`config.mk`:
```
export PLATFORM = sky130hd
export DESIGN_NAME = phase_lock_detector
export DESIGN_NICKNAME = d
export VERILOG_FILES = /design/src/rtl/pld_pkg.sv /design/src/rtl/pld_rst_sync.sv /design/src/rtl/pld_edge_sync.sv /design/src/rtl/pld_pfd_core.sv /design/src/rtl/pld_lock_mon.sv /design/src/rtl/phase_lock_detector.sv
export SDC_FILE = /design/constraint.sdc
export NUM_CORES = 1
export LEC_CHECK = 0
export ABC_AREA = 1
export BUFFER_PORTS_ARGS = -buffer_cell sky130_fd_sc_hd__buf_2
export CAP_MARGIN = 20
export CORE_MARGIN = 2
export CORE_UTILIZATION = 24
export DETAILED_ROUTE_END_ITERATION = 8
export GPL_TIMING_DRIVEN = 0
export SETUP_SLACK_MARGIN = 0.5
export SLEW_MARGIN = 20
export SYNTH_ARGS = -nofsm -noshare
export SYNTH_HDL_FRONTEND = slang
export SYNTH_SLANG_ARGS = --single-unit
export TNS_END_PERCENT = 30
```
`constraint.sdc`:
```
create_clock -name clk -period 0.9 [get_ports clk]
set_clock_uncertainty 0.2 [all_clocks]
set_input_delay 0.09 -clock clk [delete_from_list [all_inputs] [get_ports clk]]
set_output_delay 0.09 -clock clk [all_outputs]
set_load 0.05 [all_outputs]
```
`src/rtl/pld_pkg.sv`:
```
package pld_pkg;
  typedef enum logic [1:0] {
    CP_HOLD = 2'b00,
    CP_UP   = 2'b01,
    CP_DOWN = 2'b10
  } cp_cmd_e;

  localparam int unsigned N_INPUTS = 2;
  localparam int unsigned IDX_REF  = 0;
  localparam int unsigned IDX_VAR  = 1;
endpackage

```
`src/rtl/pld_rst_sync.sv`:
```
module pld_rst_sync #(
  parameter int unsigned STAGES = 2
) (
  input  logic clk,
  input  logic rst_n,
  output logic rst_n_sync
);
  logic [STAGES-1:0] chain_q;
  logic [STAGES-1:0] chain_d;

  always_comb begin
    chain_d = {chain_q[STAGES-2:0], 1'b1};
  end

  always_ff @(posedge clk or negedge rst_n) begin
    if (!rst_n) chain_q <= '0;
    else        chain_q <= chain_d;
  end

  assign rst_n_sync = chain_q[STAGES-1];
endmodule

```
`src/rtl/pld_edge_sync.sv`:
```
module pld_edge_sync #(
  parameter int unsigned STAGES = 2
) (
  input  logic clk,
  input  logic rst_n,
  input  logic din,
  output logic rise
);
  logic [STAGES:0] sh_q;
  logic [STAGES:0] sh_d;

  always_comb begin
    sh_d = {sh_q[STAGES-1:0], din};
  end

  always_ff @(posedge clk or negedge rst_n) begin
    if (!rst_n) sh_q <= '0;
    else        sh_q <= sh_d;
  end

  assign rise = sh_q[STAGES-1] & ~sh_q[STAGES];

  // a detected rise is a single-cycle pulse
  a_r2_single_pulse: assert property (@(posedge clk) disable iff (!rst_n)
    rise |=> !rise);
  // no pulse unless the synchronized level was low one cycle earlier
  a_r9_rise_only: assert property (@(posedge clk) disable iff (!rst_n)
    rise |-> !$past(sh_q[STAGES-1]));
endmodule

```
`src/rtl/pld_pfd_core.sv`:
```
module pld_pfd_core (
  input  logic clk,
  input  logic rst_n,
  input  logic ref_rise,
  input  logic var_rise,
  output logic up_req,
  output logic dn_req
);
  logic ref_q, var_q;
  logic ref_d, var_d;
  logic ref_arm, var_arm;

  always_comb begin
    ref_arm = ref_q | ref_rise;
    var_arm = var_q | var_rise;
    if (ref_arm && var_arm) begin
      ref_d = 1'b0;
      var_d = 1'b0;
    end else begin
      ref_d = ref_arm;
      var_d = var_arm;
    end
  end

  always_ff @(posedge clk or negedge rst_n) begin
    if (!rst_n) begin
      ref_q <= 1'b0;
      var_q <= 1'b0;
    end else begin
      ref_q <= ref_d;
      var_q <= var_d;
    end
  end

  assign up_req = ref_q;
  assign dn_req = var_q;

  // variable edge alone arms the down request
  a_r3_var_first: assert property (@(posedge clk) disable iff (!rst_n)
    (var_rise && !ref_rise && !ref_q) |=> dn_req);
  // reference edge alone arms the up request
  a_r4_ref_first: assert property (@(posedge clk) disable iff (!rst_n)
    (ref_rise && !var_rise && !var_q) |=> up_req);
  // coincident edges with nothing pending leave both idle
  a_r5_coincident: assert property (@(posedge clk) disable iff (!rst_n)
    (ref_rise && var_rise && !ref_q && !var_q) |=> (!up_req && !dn_req));
  // a pending up request ends at the variable edge
  a_r5_up_clears: assert property (@(posedge clk) disable iff (!rst_n)
    (up_req && var_rise) |=> !up_req);
endmodule

```
`src/rtl/pld_lock_mon.sv`:
```
module pld_lock_mon #(
  parameter int unsigned LOCK_TOL     = 4,
  parameter int unsigned LOCK_PERIODS = 3
) (
  input  logic clk,
  input  logic rst_n,
  input  logic active,
  input  logic ref_rise,
  output logic locked
);
  localparam int unsigned ACT_MAX = LOCK_TOL + 1;
  localparam int unsigned ACT_W   = $clog2(ACT_MAX + 1);
  localparam int unsigned CLN_W   = $clog2(LOCK_PERIODS + 1);
  localparam logic [ACT_W-1:0] ACT_TOL = ACT_W'(LOCK_TOL);
  localparam logic [ACT_W-1:0] ACT_TOP = ACT_W'(ACT_MAX);
  localparam logic [CLN_W-1:0] CLN_TOP = CLN_W'(LOCK_PERIODS);

  logic [ACT_W-1:0] act_q, act_d;
  logic [CLN_W-1:0] cln_q, cln_d;
  logic             lock_q, lock_d;
  logic             viol;

  always_comb begin
    viol = active && (act_q >= ACT_TOL);
    if (!active)              act_d = '0;
    else if (act_q == ACT_TOP) act_d = act_q;
    else                      act_d = act_q + 1'b1;

    if (viol)                                 cln_d = '0;
    else if (ref_rise && (cln_q < CLN_TOP))   cln_d = cln_q + 1'b1;
    else                                      cln_d = cln_q;

    if (viol)                  lock_d = 1'b0;
    else if (cln_d == CLN_TOP) lock_d = 1'b1;
    else                       lock_d = lock_q;
  end

  always_ff @(posedge clk or negedge rst_n) begin
    if (!rst_n) begin
      act_q  <= '0;
      cln_q  <= '0;
      lock_q <= 1'b0;
    end else begin
      act_q  <= act_d;
      cln_q  <= cln_d;
      lock_q <= lock_d;
    end
  end

  assign locked = lock_q;

  // an over-long correction drops the flag on the next clock
  a_r7_drop: assert property (@(posedge clk) disable iff (!rst_n)
    viol |=> !locked);
  // the flag can only rise right after a detected reference edge
  a_r8_rise_on_ref: assert property (@(posedge clk) disable iff (!rst_n)
    $rose(locked) |-> $past(ref_rise));
endmodule

```
`src/rtl/phase_lock_detector.sv`:
```
module phase_lock_detector #(
  parameter int unsigned SYNC_STAGES  = 2,
  parameter int unsigned RST_STAGES   = 2,
  parameter int unsigned LOCK_TOL     = 4,
  parameter int unsigned LOCK_PERIODS = 3
) (
  input  logic clk,
  input  logic rst_n,
  input  logic ref_in,
  input  logic var_in,
  output logic up_n,
  output logic dn_n,
  output logic cp_data,
  output logic cp_oe,
  output logic locked
);
  import pld_pkg::*;

  logic                rst_n_i;
  logic [N_INPUTS-1:0] raw_in;
  logic [N_INPUTS-1:0] rise;
  logic                up_req, dn_req;
  cp_cmd_e             cmd;

  assign raw_in[IDX_REF] = ref_in;
  assign raw_in[IDX_VAR] = var_in;

  pld_rst_sync #(.STAGES(RST_STAGES)) u_rst (
    .clk(clk), .rst_n(rst_n), .rst_n_sync(rst_n_i)
  );

  for (genvar g = 0; g < N_INPUTS; g++) begin : g_in
    pld_edge_sync #(.STAGES(SYNC_STAGES)) u_edge (
      .clk(clk), .rst_n(rst_n_i), .din(raw_in[g]), .rise(rise[g])
    );
  end

  pld_pfd_core u_pfd (
    .clk(clk), .rst_n(rst_n_i),
    .ref_rise(rise[IDX_REF]), .var_rise(rise[IDX_VAR]),
    .up_req(up_req), .dn_req(dn_req)
  );

  pld_lock_mon #(.LOCK_TOL(LOCK_TOL), .LOCK_PERIODS(LOCK_PERIODS)) u_lock (
    .clk(clk), .rst_n(rst_n_i), .active(up_req | dn_req),
    .ref_rise(rise[IDX_REF]), .locked(locked)
  );

  always_comb begin
    if (up_req)      cmd = CP_UP;
    else if (dn_req) cmd = CP_DOWN;
    else             cmd = CP_HOLD;
  end

  assign up_n    = ~up_req;
  assign dn_n    = ~dn_req;
  assign cp_oe   = (cmd != CP_HOLD);
  assign cp_data = (cmd == CP_UP);

  // never both steering lines active
  a_r5_never_both: assert property (@(posedge clk) disable iff (!rst_n_i)
    (up_n || dn_n));
  // enable tracks any active steering line
  a_r6_oe_hold: assert property (@(posedge clk) disable iff (!rst_n_i)
    (up_n && dn_n) |-> !cp_oe);
  a_r6_dir: assert property (@(posedge clk) disable iff (!rst_n_i)
    cp_oe |-> (cp_data == !up_n));
endmodule

```
Word-level counts from Yosys, hierarchy flattened
Cells that the tools add are included.
{"block": "word_totals", "latch_bits": 0, "output_inout_bits": 5, "register_bits": 16, "mem_bits_ro": 0, "word_cells": 40, "memories": 0, "inputBits": 4, "ramBits": 0}
{"block": "classes", "n_eq_ne": 4, "multipliers": 0, "order_cmp": 2, "n_mux": 10, "n_reduce_logical": 5, "n_bitwise": 9, "div_mod_pow": 0, "addsub": 2, "shift": 0}
{"op": "2-bit 2-to-1 mux", "count": 4}
{"op": "3-bit 2-to-1 mux", "count": 2}
{"op": "1-bit 2-to-1 mux", "count": 4}
{"op": "1-bit inverter", "count": 4}
{"op": "2-bit nonzero test", "count": 2}
{"op": "3-bit by 1-bit adder with 3-bit output (second input constant)", "count": 1}
{"op": "3-bit equality test (second input constant)", "count": 1}
{"op": "3-bit greater-or-equal comparator (second input constant)", "count": 1}
{"op": "1-bit logical AND", "count": 3}
{"op": "1-bit OR", "count": 3}
{"op": "2-bit by 1-bit adder with 2-bit output (second input constant)", "count": 1}
{"op": "1-bit bitwise AND", "count": 2}
{"op": "2-bit by 1-bit equality test with 1-bit output (second input constant)", "count": 1}
{"op": "2-bit equality test (second input constant)", "count": 1}
{"op": "2-bit < comparator (second input constant)", "count": 1}
{"op": "2-bit != test (second input constant)", "count": 1}

Depth between registers and ports, before layout
{"block": "depth", "ltp_word": 8, "depth_mapped": 8, "ltp_nobuf": 8}

Cells and area by module
From an unflattened synthesis, not the netlist that was laid out.
{"block": "hier_totals", "hier_cells": 63, "hier_area_um2": 641.9}
{"module": "pld_lock_mon", "area_per_inst_um2": 312.8, "cells_per_inst": 34, "instances": 1}
{"module": "pld_edge_sync", "area_per_inst_um2": 85.1, "cells_per_inst": 5, "instances": 2}
{"module": "pld_pfd_core", "area_per_inst_um2": 87.6, "cells_per_inst": 12, "instances": 1}
{"module": "pld_rst_sync", "area_per_inst_um2": 53.8, "cells_per_inst": 3, "instances": 1}
{"module": "phase_lock_detector", "area_per_inst_um2": 17.5, "cells_per_inst": 4, "instances": 1}

Worst setup path before layout
Ideal clock, no wire load.
{"block": "synth_timing", "kind": "register -> register", "startpoint": "reg u_pfd.ref_q, in the netlist u_pfd.up_req", "endpoint": "reg u_lock.act_q[0]", "setup_slack_ns": -0.541, "arrival_time_ns": 1.165, "stages_incl_launch_ff": 8, "required_time_ns": 0.624, "period_less_slack_ns": 1.441, "n_path_buf": 0, "cell_sequence": "dfrtp_1 inv_2 nand2_4 nand2_4 clkinv_2 nand2_4 nand3_1 o21ai_1"}
{"block": "synth_between", "elab_chain_len": 2}
{"item": "start, declared", "line_no": "pld_pfd_core.sv:9", "text": "logic ref_q, var_q;"}
{"item": "start signal, assigned", "line_no": "pld_pfd_core.sv:30", "text": "ref_q <= ref_d;"}
{"item": "1-bit OR (*)", "line_no": "phase_lock_detector.sv:45", "text": ".clk(clk), .rst_n(rst_n_i), .active(up_req | dn_req),"}
{"item": "2-bit != test (no source line) or 3-bit 2-to-1 mux (tied branches)"}
{"item": "end signal, assigned", "line_no": "pld_lock_mon.sv:44", "text": "act_q <= act_d;"}
{"item": "end, declared", "line_no": "pld_lock_mon.sv:18", "text": "logic [ACT_W-1:0] act_q, act_d;"}
Every way passes the cells marked *; elsewhere a longest branch is shown, timed or not.
A chain may end at the register's enable or synchronous reset.

Final worst setup path
{"block": "layout_timing", "startpoint": "reg u_pfd.ref_q, in the netlist u_pfd.up_req", "endpoint": "out cp_oe"}
{"block": "layout_between", "elab_chain_len": 2}
{"item": "2-bit 2-to-1 mux", "line_no": "phase_lock_detector.sv:50", "text": "if (up_req) cmd = CP_UP;"}
{"item": "2-bit nonzero test", "line_no": "phase_lock_detector.sv:57", "text": "assign cp_oe = (cmd != CP_HOLD);"}
{"item": "end, declared", "line_no": "phase_lock_detector.sv:14", "text": "output logic cp_oe,"}
No other way between the ends.

==> flow_summary_export.csv <==
group,metric,value,unit
place,dp_hpwl,710,um
setup_path,worstPathRequired,0.61,ns
yosys,synth-seq-cells,16,
clocking,clockBufferDepth,2,
yosys,synth_cells,61,
clocking,htreeDepth,1,
yosys,async_flop_share,100,%
clocking,cts_sinks,16,
grt,grt_pass1_vias,450,
final_layout,area_growth,47.9,%
setup_path,critPathLaunch,"u_pfd.up_req$_DFF_PN0_",
timing,hold_slack,-0.622,ns
timing,hold_viol,18,
place,portBuffers,8,
yosys,synthMuxAreaShare,0,%
drt,wl,1.10,mm
floorplan,die_y,55.6,um
floorplan,start_util,25.6,%
yosys,synth_area_leaders,"dfrtp_1 63%, ha_1 5.9%, inv_1 5.9%",
yosys,synth_fa_ha_area_share,5.87,%
hold_path,hold_class,"in2async",
place,dpl_worst_slack,-0.466,ns
clocking,clk_pin_slew,0.09,ns
grt,grt.total_usage,7.55,%
yosys,synthXorXnorAreaFrac,0,%
floorplan,core,2500,um2
timing,max_freq,751,MHz
grt,antenna_found_initial,0,
yosys,synth_edf_count,0,
drt,drc,0,
power,p_per_area,2670,nW/um2
final_layout,multi_input_area,254,um2
setup_path,critPathKind,"reg2out",
power,leakagePower,0.466,nW
floorplan,row_count,18,
grt,overflow,0,
floorplan,die_x,55.6,um
drt,drtIter0Drc,1,
timing,fin_crit,1.33,ns
yosys,synth_cell_types,18,
power,ir_drop,1.57,mV
job,drv_cap,0,
outcome,violations,"hold timing, setup timing",
setup_path,worstReg2RegEnd,"u_lock.cln_q[1]$_DFF_PN0_",
timing,final.setup.worst_slack,-0.431,ns
drt,postRouteAntennaNets,0,
timing,period_share,148,%
grt,grt_pass1_wl,1.84,mm
yosys,synth-simple-area-share,16.2,%
yosys,synthesis.nets,68,
setup_path,cp_max_fo,3,
drt,drt-wirelength-per-cell,9.92,um
timing,slew_violations,0,
yosys,seq_area_frac_synth,62.6,%
yosys,postSynthAreaPerCell,10.5,um2
place,dp.cells,99,
setup_path,ff2ff_setup_slack,-0.40,ns
final_layout,final_nets,89,
yosys,synth_top_family_by_area,"simple AND/OR/NAND/NOR gates",
timing,rsz0062_at_grt,"true",
setup_path,endpoint_kind,"output pin",
outcome,status,"complete, but fails checks",
grt,grt_max_degree,15,
floorplan,ioPinCount,9,
setup_path,reg2reg_depth,6,
final_layout,seqCellArea,405,um2
clocking,ctsRootBufferMaster,"clkbuf_4",
setup_path,r2r-start,"u_lock.cln_q[1]$_DFF_PN0_",
yosys,synth_common_cells,"16 x dfrtp_1, 10 x inv_1, 7 x nand2_1, 4 x nor2_1",
clocking,numCtsBuffers,3,
clocking,clkLatencyLatePin,0.28,ns
final_layout,drive_gt1_share,51.9,%
final_layout,fillerInstances,255,
yosys,yosysMostFrequentCell,"dfrtp_1",
yosys,yosys.area.top_type,"dfrtp_1",
place,finalWeightedCongestion,0.672,
drt,dr.pass1.iters,2,
final_layout,finalNonFillerCells,111,
yosys,ys_warn_count,0,
drt,vias,452,
yosys,synth_compound_area_share,5.68,%
yosys,synth_top_area_share,62.6,%
timing,setup_viol,13,
setup_path,arrival,1.04,ns
clocking,cts_tree,"yes",
yosys,syn_area,639,um2
final_layout,finish.utilization,37.8,%
drt,viasPerCell,4.07,
final_layout,n_antenna_cell,0,
yosys,ys.flop_type,"dfrtp_1",
timing,fin_setup_tns,-4.05,ns
floorplan,dieArea,3090,um2
setup_path,startpoint_type,"flop",
setup_path,cp-endpoint,"cp_oe",
[cell families after synthesis]
group,count (synthesis)
flops,16
fa+ha+maj,3
buf+inv,15
simple gates,19
compound gates,7
other cells,1
[repair_timing]
action	in CTS	in global routing
resized for setup	18	13
endpoints found under the setup margin	32	32
pin swaps	4	5
setup buffers	3	5
endpoints found under the hold margin	18	18
[per-stage QoR]
step / area (um2) / total power, mW
detailed placement: 738 / 1.59
floorplan: 661 / 1.46
finish: 946 / 2.52
global route: 946 / 2.69
CTS: 852 / 2.24
global placement: 738 / 1.57
[metal layers]
layer	vias to the layer above	GRT usage, %	part of all wire (%)
met4	0	4.18	0.82
met5	-	0	0
met3	2	1.40	2.9
met2	6	13.1	55
li1	222	-	-
met1	222	8.70	41
[critical path, stage by stage (launching register included)]
cell and delay [ns]:
dfrtp_2 0.45, inv_4 0.10, nand2_8 0.07, buf_8 0.15
[flip-flops by register name, indices dropped and copies added, names as in the netlist]
signal,count
g_in.u_edge.sh_q,6
u_lock.act_q,3
u_lock.cln_q,2
u_rst.chain_q,2
u_lock.locked,1
u_pfd.dn_req,1
u_pfd.up_req,1
[worst min-delay path by stage]
stage	start	end	depth (start not counted)
2_1_floorplan	rst_n	u_rst.chain_q[0]$_DFF_PN0_	0
3_3_place_gp	rst_n	u_rst.chain_q[0]$_DFF_PN0_	1
3_5_place_dp	rst_n	u_rst.chain_q[1]$_DFF_PN0_	1
4_1_cts	rst_n	u_rst.chain_q[1]$_DFF_PN0_	1
5_1_grt	rst_n	u_rst.chain_q[1]$_DFF_PN0_	1
6_report	rst_n	u_rst.chain_q[1]$_DFF_PN0_	1
[where the power goes]
part | internal [mW] | leakage, nW | switching [mW]
combinational | 0.523 | 0.257 | 0.583
sequential | 0.843 | 0.188 | 0.108
clock | 0.246 | 0.0210 | 0.221
total | 1.61 | 0.466 | 0.912
[placed cells by master (no fill, tap or decap), drive strengths merged]
| cell | instances |
|---|---|
| a21oi | 3 |
| a31oi | 1 |
| buf | 17 |
| clkbuf | 4 |
| clkinv | 1 |
| conb | 1 |
| dfrtp | 16 |
| ha | 3 |
| inv | 13 |
| nand2 | 11 |
| nand3 | 2 |
| nand4 | 1 |
| nor2 | 5 |
| o21ai | 3 |
[cell type report]
| cell class | instances | share of cell area [%] |
|---|---|---|
| plain buffers | 1 | 1.19 |
| clock buffers | 4 | 3.84 |
| inverters | 14 | 6.61 |
| multi-input cells | 30 | 26.9 |
| flip-flops and latches | 16 | 42.9 |
| well taps | 30 | 3.97 |
| repair buffers | 16 | 14.7 |
Power figures use the tool's default switching activity.
